File: src/rtl/bs_pkg.sv
package bs_pkg;

  // State of the sync-request logic that waits for the next transfer point.
  typedef enum logic [0:0] {
    ALIGN_IDLE  = 1'b0,
    ALIGN_ARMED = 1'b1
  } align_state_e;

  localparam int DEF_DATA_W = 8;
  localparam int DEF_GUARD  = 1;

endpackage

File: src/rtl/bs_divider.sv
// Wrapping byte counter; optional synchronous reload used for phase slips.
module bs_divider #(
  parameter int RATIO = 8,
  parameter int CNT_W = $clog2(RATIO)
) (
  input  logic             clk,
  input  logic             rst,
  input  logic             load_en,
  input  logic [CNT_W-1:0] load_val,
  output logic [CNT_W-1:0] cnt_o
);

  localparam logic [CNT_W-1:0] LAST = CNT_W'(RATIO - 1);

  always_ff @(posedge clk) begin
    if (rst) begin
      cnt_o <= '0;
    end else if (load_en) begin
      cnt_o <= load_val;
    end else if (cnt_o == LAST) begin
      cnt_o <= '0;
    end else begin
      cnt_o <= cnt_o + 1'b1;
    end
  end

endmodule

File: src/rtl/bs_phase_mon.sv
// Flags a strobe that falls inside the guard band around the transfer edge.
module bs_phase_mon #(
  parameter int RATIO = 8,
  parameter int GUARD = 1,
  parameter int CNT_W = $clog2(RATIO)
) (
  input  logic             clk,
  input  logic             rst,
  input  logic [CNT_W-1:0] cnt,
  input  logic             stb,
  input  logic             clear,
  output logic             err_o
);

  localparam int LAST = RATIO - 1;

  logic in_window;

  generate
    if (GUARD == 0) begin : g_edge_only
      assign in_window = (cnt == CNT_W'(LAST));
    end else begin : g_guard_band
      assign in_window = (int'(cnt) >= (LAST - GUARD)) || (int'(cnt) < GUARD);
    end
  endgenerate

  always_ff @(posedge clk) begin
    if (rst) begin
      err_o <= 1'b0;
    end else if (clear) begin
      err_o <= 1'b0;
    end else if (stb && in_window) begin
      err_o <= 1'b1;
    end
  end

endmodule

File: src/rtl/bs_datapath.sv
// Input register, buffer stage and MSB-first shifter.
module bs_datapath #(
  parameter int DATA_W = 8
) (
  input  logic              clk,
  input  logic              rst,
  input  logic [DATA_W-1:0] din,
  input  logic              stb,
  input  logic              xfer,
  output logic [DATA_W-1:0] in_q,
  output logic [DATA_W-1:0] buf_q,
  output logic              ser_o
);

  logic [DATA_W-1:0] sh_q;

  always_ff @(posedge clk) begin
    if (rst) begin
      in_q <= '0;
    end else if (stb) begin
      in_q <= din;
    end
  end

  always_ff @(posedge clk) begin
    if (rst) begin
      buf_q <= '0;
      sh_q  <= '0;
    end else if (xfer) begin
      buf_q <= in_q;
      sh_q  <= buf_q;
    end else begin
      sh_q  <= {sh_q[DATA_W-2:0], 1'b0};
    end
  end

  assign ser_o = sh_q[DATA_W-1];

endmodule

File: src/rtl/byte_serializer.sv
module byte_serializer
  import bs_pkg::*;
#(
  parameter int DATA_W = DEF_DATA_W,
  parameter int GUARD  = DEF_GUARD,
  parameter int SLIP   = DATA_W / 2
) (
  input  logic              clk,
  input  logic              rst,
  input  logic [DATA_W-1:0] par_data,
  input  logic              byte_stb,
  input  logic              sync_in,
  output logic              ser_out,
  output logic              ibyte_clk,
  output logic              ref_clk,
  output logic              phase_err
);

  localparam int CNT_W = $clog2(DATA_W);
  localparam logic [CNT_W-1:0] LAST     = CNT_W'(DATA_W - 1);
  localparam logic [CNT_W-1:0] SLIP_CNT = CNT_W'(SLIP);

  logic [CNT_W-1:0]  r_cnt;
  logic [CNT_W-1:0]  i_cnt;
  logic              i_term;
  logic              sync_q;
  logic              sync_rise;
  logic              adjust;
  align_state_e      align_st;
  logic [DATA_W-1:0] in_q;
  logic [DATA_W-1:0] buf_q;

  // Reference divider: never reloaded.
  bs_divider #(.RATIO(DATA_W), .CNT_W(CNT_W)) u_ref_div (
    .clk      (clk),
    .rst      (rst),
    .load_en  (1'b0),
    .load_val ({CNT_W{1'b0}}),
    .cnt_o    (r_cnt)
  );

  // Internal byte timer: reloaded with the slip value on an adjustment.
  bs_divider #(.RATIO(DATA_W), .CNT_W(CNT_W)) u_int_div (
    .clk      (clk),
    .rst      (rst),
    .load_en  (adjust),
    .load_val (SLIP_CNT),
    .cnt_o    (i_cnt)
  );

  assign i_term = (i_cnt == LAST);

  // Sync edge detection and arming until the next transfer edge.
  always_ff @(posedge clk) begin
    if (rst) begin
      sync_q <= 1'b0;
    end else begin
      sync_q <= sync_in;
    end
  end

  assign sync_rise = sync_in & ~sync_q;
  assign adjust    = i_term & (sync_rise | (align_st == ALIGN_ARMED));

  always_ff @(posedge clk) begin
    if (rst) begin
      align_st <= ALIGN_IDLE;
    end else if (adjust) begin
      align_st <= ALIGN_IDLE;
    end else if (sync_rise) begin
      align_st <= ALIGN_ARMED;
    end
  end

  bs_phase_mon #(.RATIO(DATA_W), .GUARD(GUARD), .CNT_W(CNT_W)) u_mon (
    .clk   (clk),
    .rst   (rst),
    .cnt   (i_cnt),
    .stb   (byte_stb),
    .clear (adjust),
    .err_o (phase_err)
  );

  bs_datapath #(.DATA_W(DATA_W)) u_dp (
    .clk   (clk),
    .rst   (rst),
    .din   (par_data),
    .stb   (byte_stb),
    .xfer  (i_term),
    .in_q  (in_q),
    .buf_q (buf_q),
    .ser_o (ser_out)
  );

  assign ibyte_clk = i_cnt[CNT_W-1];
  assign ref_clk   = r_cnt[CNT_W-1];

endmodule

File: config.mk
export PLATFORM = sky130hd
export DESIGN_NAME = byte_serializer
export DESIGN_NICKNAME = d
export VERILOG_FILES = /design/src/rtl/bs_pkg.sv /design/src/rtl/bs_divider.sv /design/src/rtl/bs_phase_mon.sv /design/src/rtl/bs_datapath.sv /design/src/rtl/byte_serializer.sv
export SDC_FILE = /design/constraint.sdc
export NUM_CORES = 1
export LEC_CHECK = 0
export BUFFER_PORTS_ARGS = -buffer_cell sky130_fd_sc_hd__buf_2
export CORE_MARGIN = 2
export CORE_UTILIZATION = 45
export DETAILED_ROUTE_END_ITERATION = 10
export GPL_TIMING_DRIVEN = 0
export HOLD_SLACK_MARGIN = 0.02
export PLACE_DENSITY = 0.73
export SYNTH_ARGS = -nofsm -noshare
export SYNTH_HDL_FRONTEND = slang
export SYNTH_SLANG_ARGS = --single-unit
File: constraint.sdc
create_clock -name clk -period 1.6 [get_ports clk]
set_input_delay 0.24 -clock clk [delete_from_list [all_inputs] [get_ports clk]]
set_output_delay 0.24 -clock clk [all_outputs]
set_load 0.01 [all_outputs]
==> flow_summary.json <==
{
  "finalHoldViolations": 0,
  "drive_gt1_share_pct": 20.5,
  "ys_types": 18,
  "power.density_nw_per_um2": 1070,
  "clk_pin_slew_ps": 100,
  "r2r-end": "u_dp.sh_q[6]",
  "wl_met3_um": 101,
  "vias": 788,
  "wl_met1_um": 876,
  "crit_type": "reg -> reg",
  "diodes": 0,
  "cp.arrival_ps": 1670,
  "outcome": "completed",
  "cts_hold_buf": 0,
  "slew_viol_final": 0,
  "grt_pass1_wl_mm": 3.44,
  "fin_crit_sh_pct": 90.5,
  "fin_setup_tns_ps": 0,
  "antenna_found_initial": 0,
  "slew_headroom_pct": 69.1,
  "fp.coreArea_um2": 2480,
  "grt.overflow.total": 0,
  "end_kind": "flip-flop",
  "syn_nets": 122,
  "post_drt_wl_per_cell_um": 12.5,
  "vias_per_cell": 5.02,
  "grt_pass1_vias": 765,
  "cts.path.max_buffers": 2,
  "grt_max_degree": 11,
  "antenna_left": 0,
  "final_util_pct": 54.5,
  "routed_wl_mm": 1.97,
  "dieArea_um2": 3060,
  "dpl.hpwl_mm": 1.30,
  "start_util_pct": 47.8,
  "path_cells": "ha_1 -> ha_1 -> buf_4 -> buf_6 -> mux2i_1 -> nor2_1",
  "cp_common_cell": "ha_1",
  "post_cts_buffers": 0,
  "clock_skew_ps": 11.1,
  "critical_path.max_stage_delay_ps": 380,
  "setup_ws_ps": 152,
  "syn_inst": 106,
  "hp-class": "in -> reg",
  "top_layer": "met4",
  "drc_errors": 0,
  "tightestPinTransition_ps": 464,
  "cp-start-kind": "flip-flop",
  "htreeDepth": 2,
  "grt_usage_pct": 14.9,
  "synth-seq-cells": 33,
  "cp_slowest_cell": "dfxtp_2",
  "gp_congestion": 0.656,
  "hold_depth": 2,
  "root_buffer": "clkbuf_4",
  "portBuffers": 14,
  "ctsResizeCount": 0,
  "post-place-ws_ps": 96.4,
  "yosysSeqAreaShare_pct": 55.8,
  "ff2ff_setup_slack_ps": 150,
  "ir_drop_mv": 0.622,
  "setup_violations": 0,
  "hp-start": "rst",
  "yosys_warnings": 0,
  "cts_made_buffers": 5,
  "die_w_um": 55.3,
  "r2r-start": "u_int_div.cnt_o[0]",
  "cts.sinks": 33,
  "drt_iter0_drc": 17,
  "p_leak_nw": 0.563,
  "critical_path_buf_inv_count": 2,
  "clock.fmax_mhz": 691,
  "crit_fanout": 10,
  "cp.required_ps": 1830,
  "clk_latency_ps": 340,
  "min_to": "sync_q",
  "ioPinCount": 16,
  "cap_violations": 0,
  "fin_nets": 143,
  "reg2regPathDepth": 6,
  "num-fill-cells": 241,
  "crit_family": "buffers and inverters",
  "die_y_um": 55.3,
  "num_rows": 18,
  "drtPass1Iterations": 4,
  "cts_tree": "built",
  "period_needed_ps": 1450,
  "area_delta_synth_final_pct": 13.9,
  "syn_area_per_cell_um2": 11.2,
  "synth_area_um2": 1180,
  "dr_wl_met2_um": 917,
  "rsz0062_at_grt": "false"
}
==> sequential cells by signal, indices dropped and copies added, names as in the netlist <==
name and cells:
u_int_div.cnt_o 3, u_dp.buf_q 8, u_dp.in_q 8, u_ref_div.cnt_o 3
u_dp.sh_q 8, sync_q 1, align_st 1, u_mon.err_o 1
==> synth_stat cells <==
| library cell | count | area [um2] |
|---|---|---|
| ha_1 | 4 | 50.1 |
| inv_1 | 1 | 3.75 |
| clkbuf_1 | 3 | 11.3 |
| o21a_1 | 1 | 7.51 |
| buf_4 | 1 | 7.51 |
| and2_1 | 1 | 6.26 |
| buf_6 | 2 | 22.5 |
| a311oi_1 | 1 | 8.76 |
| nor3_1 | 2 | 10.0 |
| mux2i_1 | 23 | 230 |
| dfxtp_1 | 33 | 661 |
| nand2_1 | 1 | 3.75 |
| a21oi_1 | 1 | 5.00 |
| o21ai_0 | 1 | 5.00 |
| nor4b_4 | 1 | 23.8 |
| nor2_1 | 25 | 93.8 |
| nor3b_1 | 3 | 22.5 |
| nor2b_1 | 2 | 12.5 |
==> power breakdown <==
group | switching (W) | leakage, nW | internal, W
combinational | 0.0000476 | 0.261 | 0.0000521
sequential | 0.0000196 | 0.270 | 0.000853
clock | 0.000266 | 0.0314 | 0.000207
total | 0.000333 | 0.563 | 0.00111
==> layout by cell type (no fill, tap or decap) <==
cell | netlist | final
dfxtp_1 | 33 | 31
nor2_1 | 25 | 25
mux2i_1 | 23 | 23
buf_2 | 0 | 14
clkbuf_4 | 0 | 5
clkbuf_1 | 3 | 4
ha_1 | 4 | 4
nor3b_1 | 3 | 3
buf_6 | 2 | 2
nor2b_1 | 2 | 2
nor3_1 | 2 | 2
dfxtp_2 | 0 | 2
buf_4 | 1 | 1
nand2_1 | 1 | 1
o21a_1 | 1 | 1
nor4b_4 | 1 | 1
a311oi_1 | 1 | 1
o21ai_0 | 1 | 1
inv_1 | 1 | 1
a21oi_1 | 1 | 1
and2_1 | 1 | 1
clkbuf_8 | 0 | 1
==> worst register-to-register path, cell delays in order, from the launching register on <==
cell	delay (ps)
dfxtp_2	380
ha_1	160
ha_1	130
buf_4	200
buf_6	190
mux2i_1	220
nor2_1	50
==> stage by stage <==
stage          instances  total power (W)  instance area, um2  hold WS (ps)
2_1_floorplan        106         0.000955                1180           312
3_3_place_gp         150         0.000985                1290           408
3_5_place_dp         150         0.000994                1290           411
4_1_cts              157          0.00146                1350          90.0
5_1_grt              157          0.00151                1350           105
6_report             157          0.00145                1350          99.8
==> logic make-up (layout without fill, tap and decap cells) <==
| kind of cell | Yosys count | count (layout) | synth area share [%] |
|---|---|---|---|
| AO/OA/AOI/OAI | 4 | 4 | 2.22 |
| flip-flops | 33 | 33 | 55.8 |
| AND/OR/NAND/NOR | 35 | 35 | 14.6 |
| multiplexers | 23 | 23 | 19.4 |
| buffers and inverters | 7 | 28 | 3.80 |
| adder cells (fa/ha/maj) | 4 | 4 | 4.22 |
==> worst max-delay path by stage <==
stage / startpoint / end / slack [ps] / cells past startpoint
detailed placement: u_int_div.cnt_o[0] / u_dp.sh_q[6] / 100 / 6
global route: u_int_div.cnt_o[0] / u_dp.sh_q[6] / 20 / 6
finish: u_int_div.cnt_o[0] / u_dp.sh_q[6] / 150 / 6
floorplan: u_int_div.cnt_o[0] / u_dp.buf_q[1] / 260 / 6
CTS: u_int_div.cnt_o[0] / u_dp.sh_q[6] / 80 / 6
global placement: u_int_div.cnt_o[0] / u_dp.sh_q[6] / 120 / 6
==> layout make-up <==
cell class	instances	area, um2	share of cell area [%]
Sequential cell	33	663	49.1
Multi-Input combinational cell	66	479	35.5
Timing Repair Buffer	14	70.1	5.19
Clock buffer	7	55.1	4.08
Buffer	6	41.3	3.06
Tap cell	30	37.5	2.78
Inverter	1	3.75	0.278
==> per-layer routing <==
metal | global-route usage, % | vias up
met5 | 0 | -
met4 | 11.5 | 0
met3 | 5.39 | 8
met2 | 22.1 | 15
met1 | 17.4 | 369
li1 | - | 396
(Power assumes the default switching activity.)
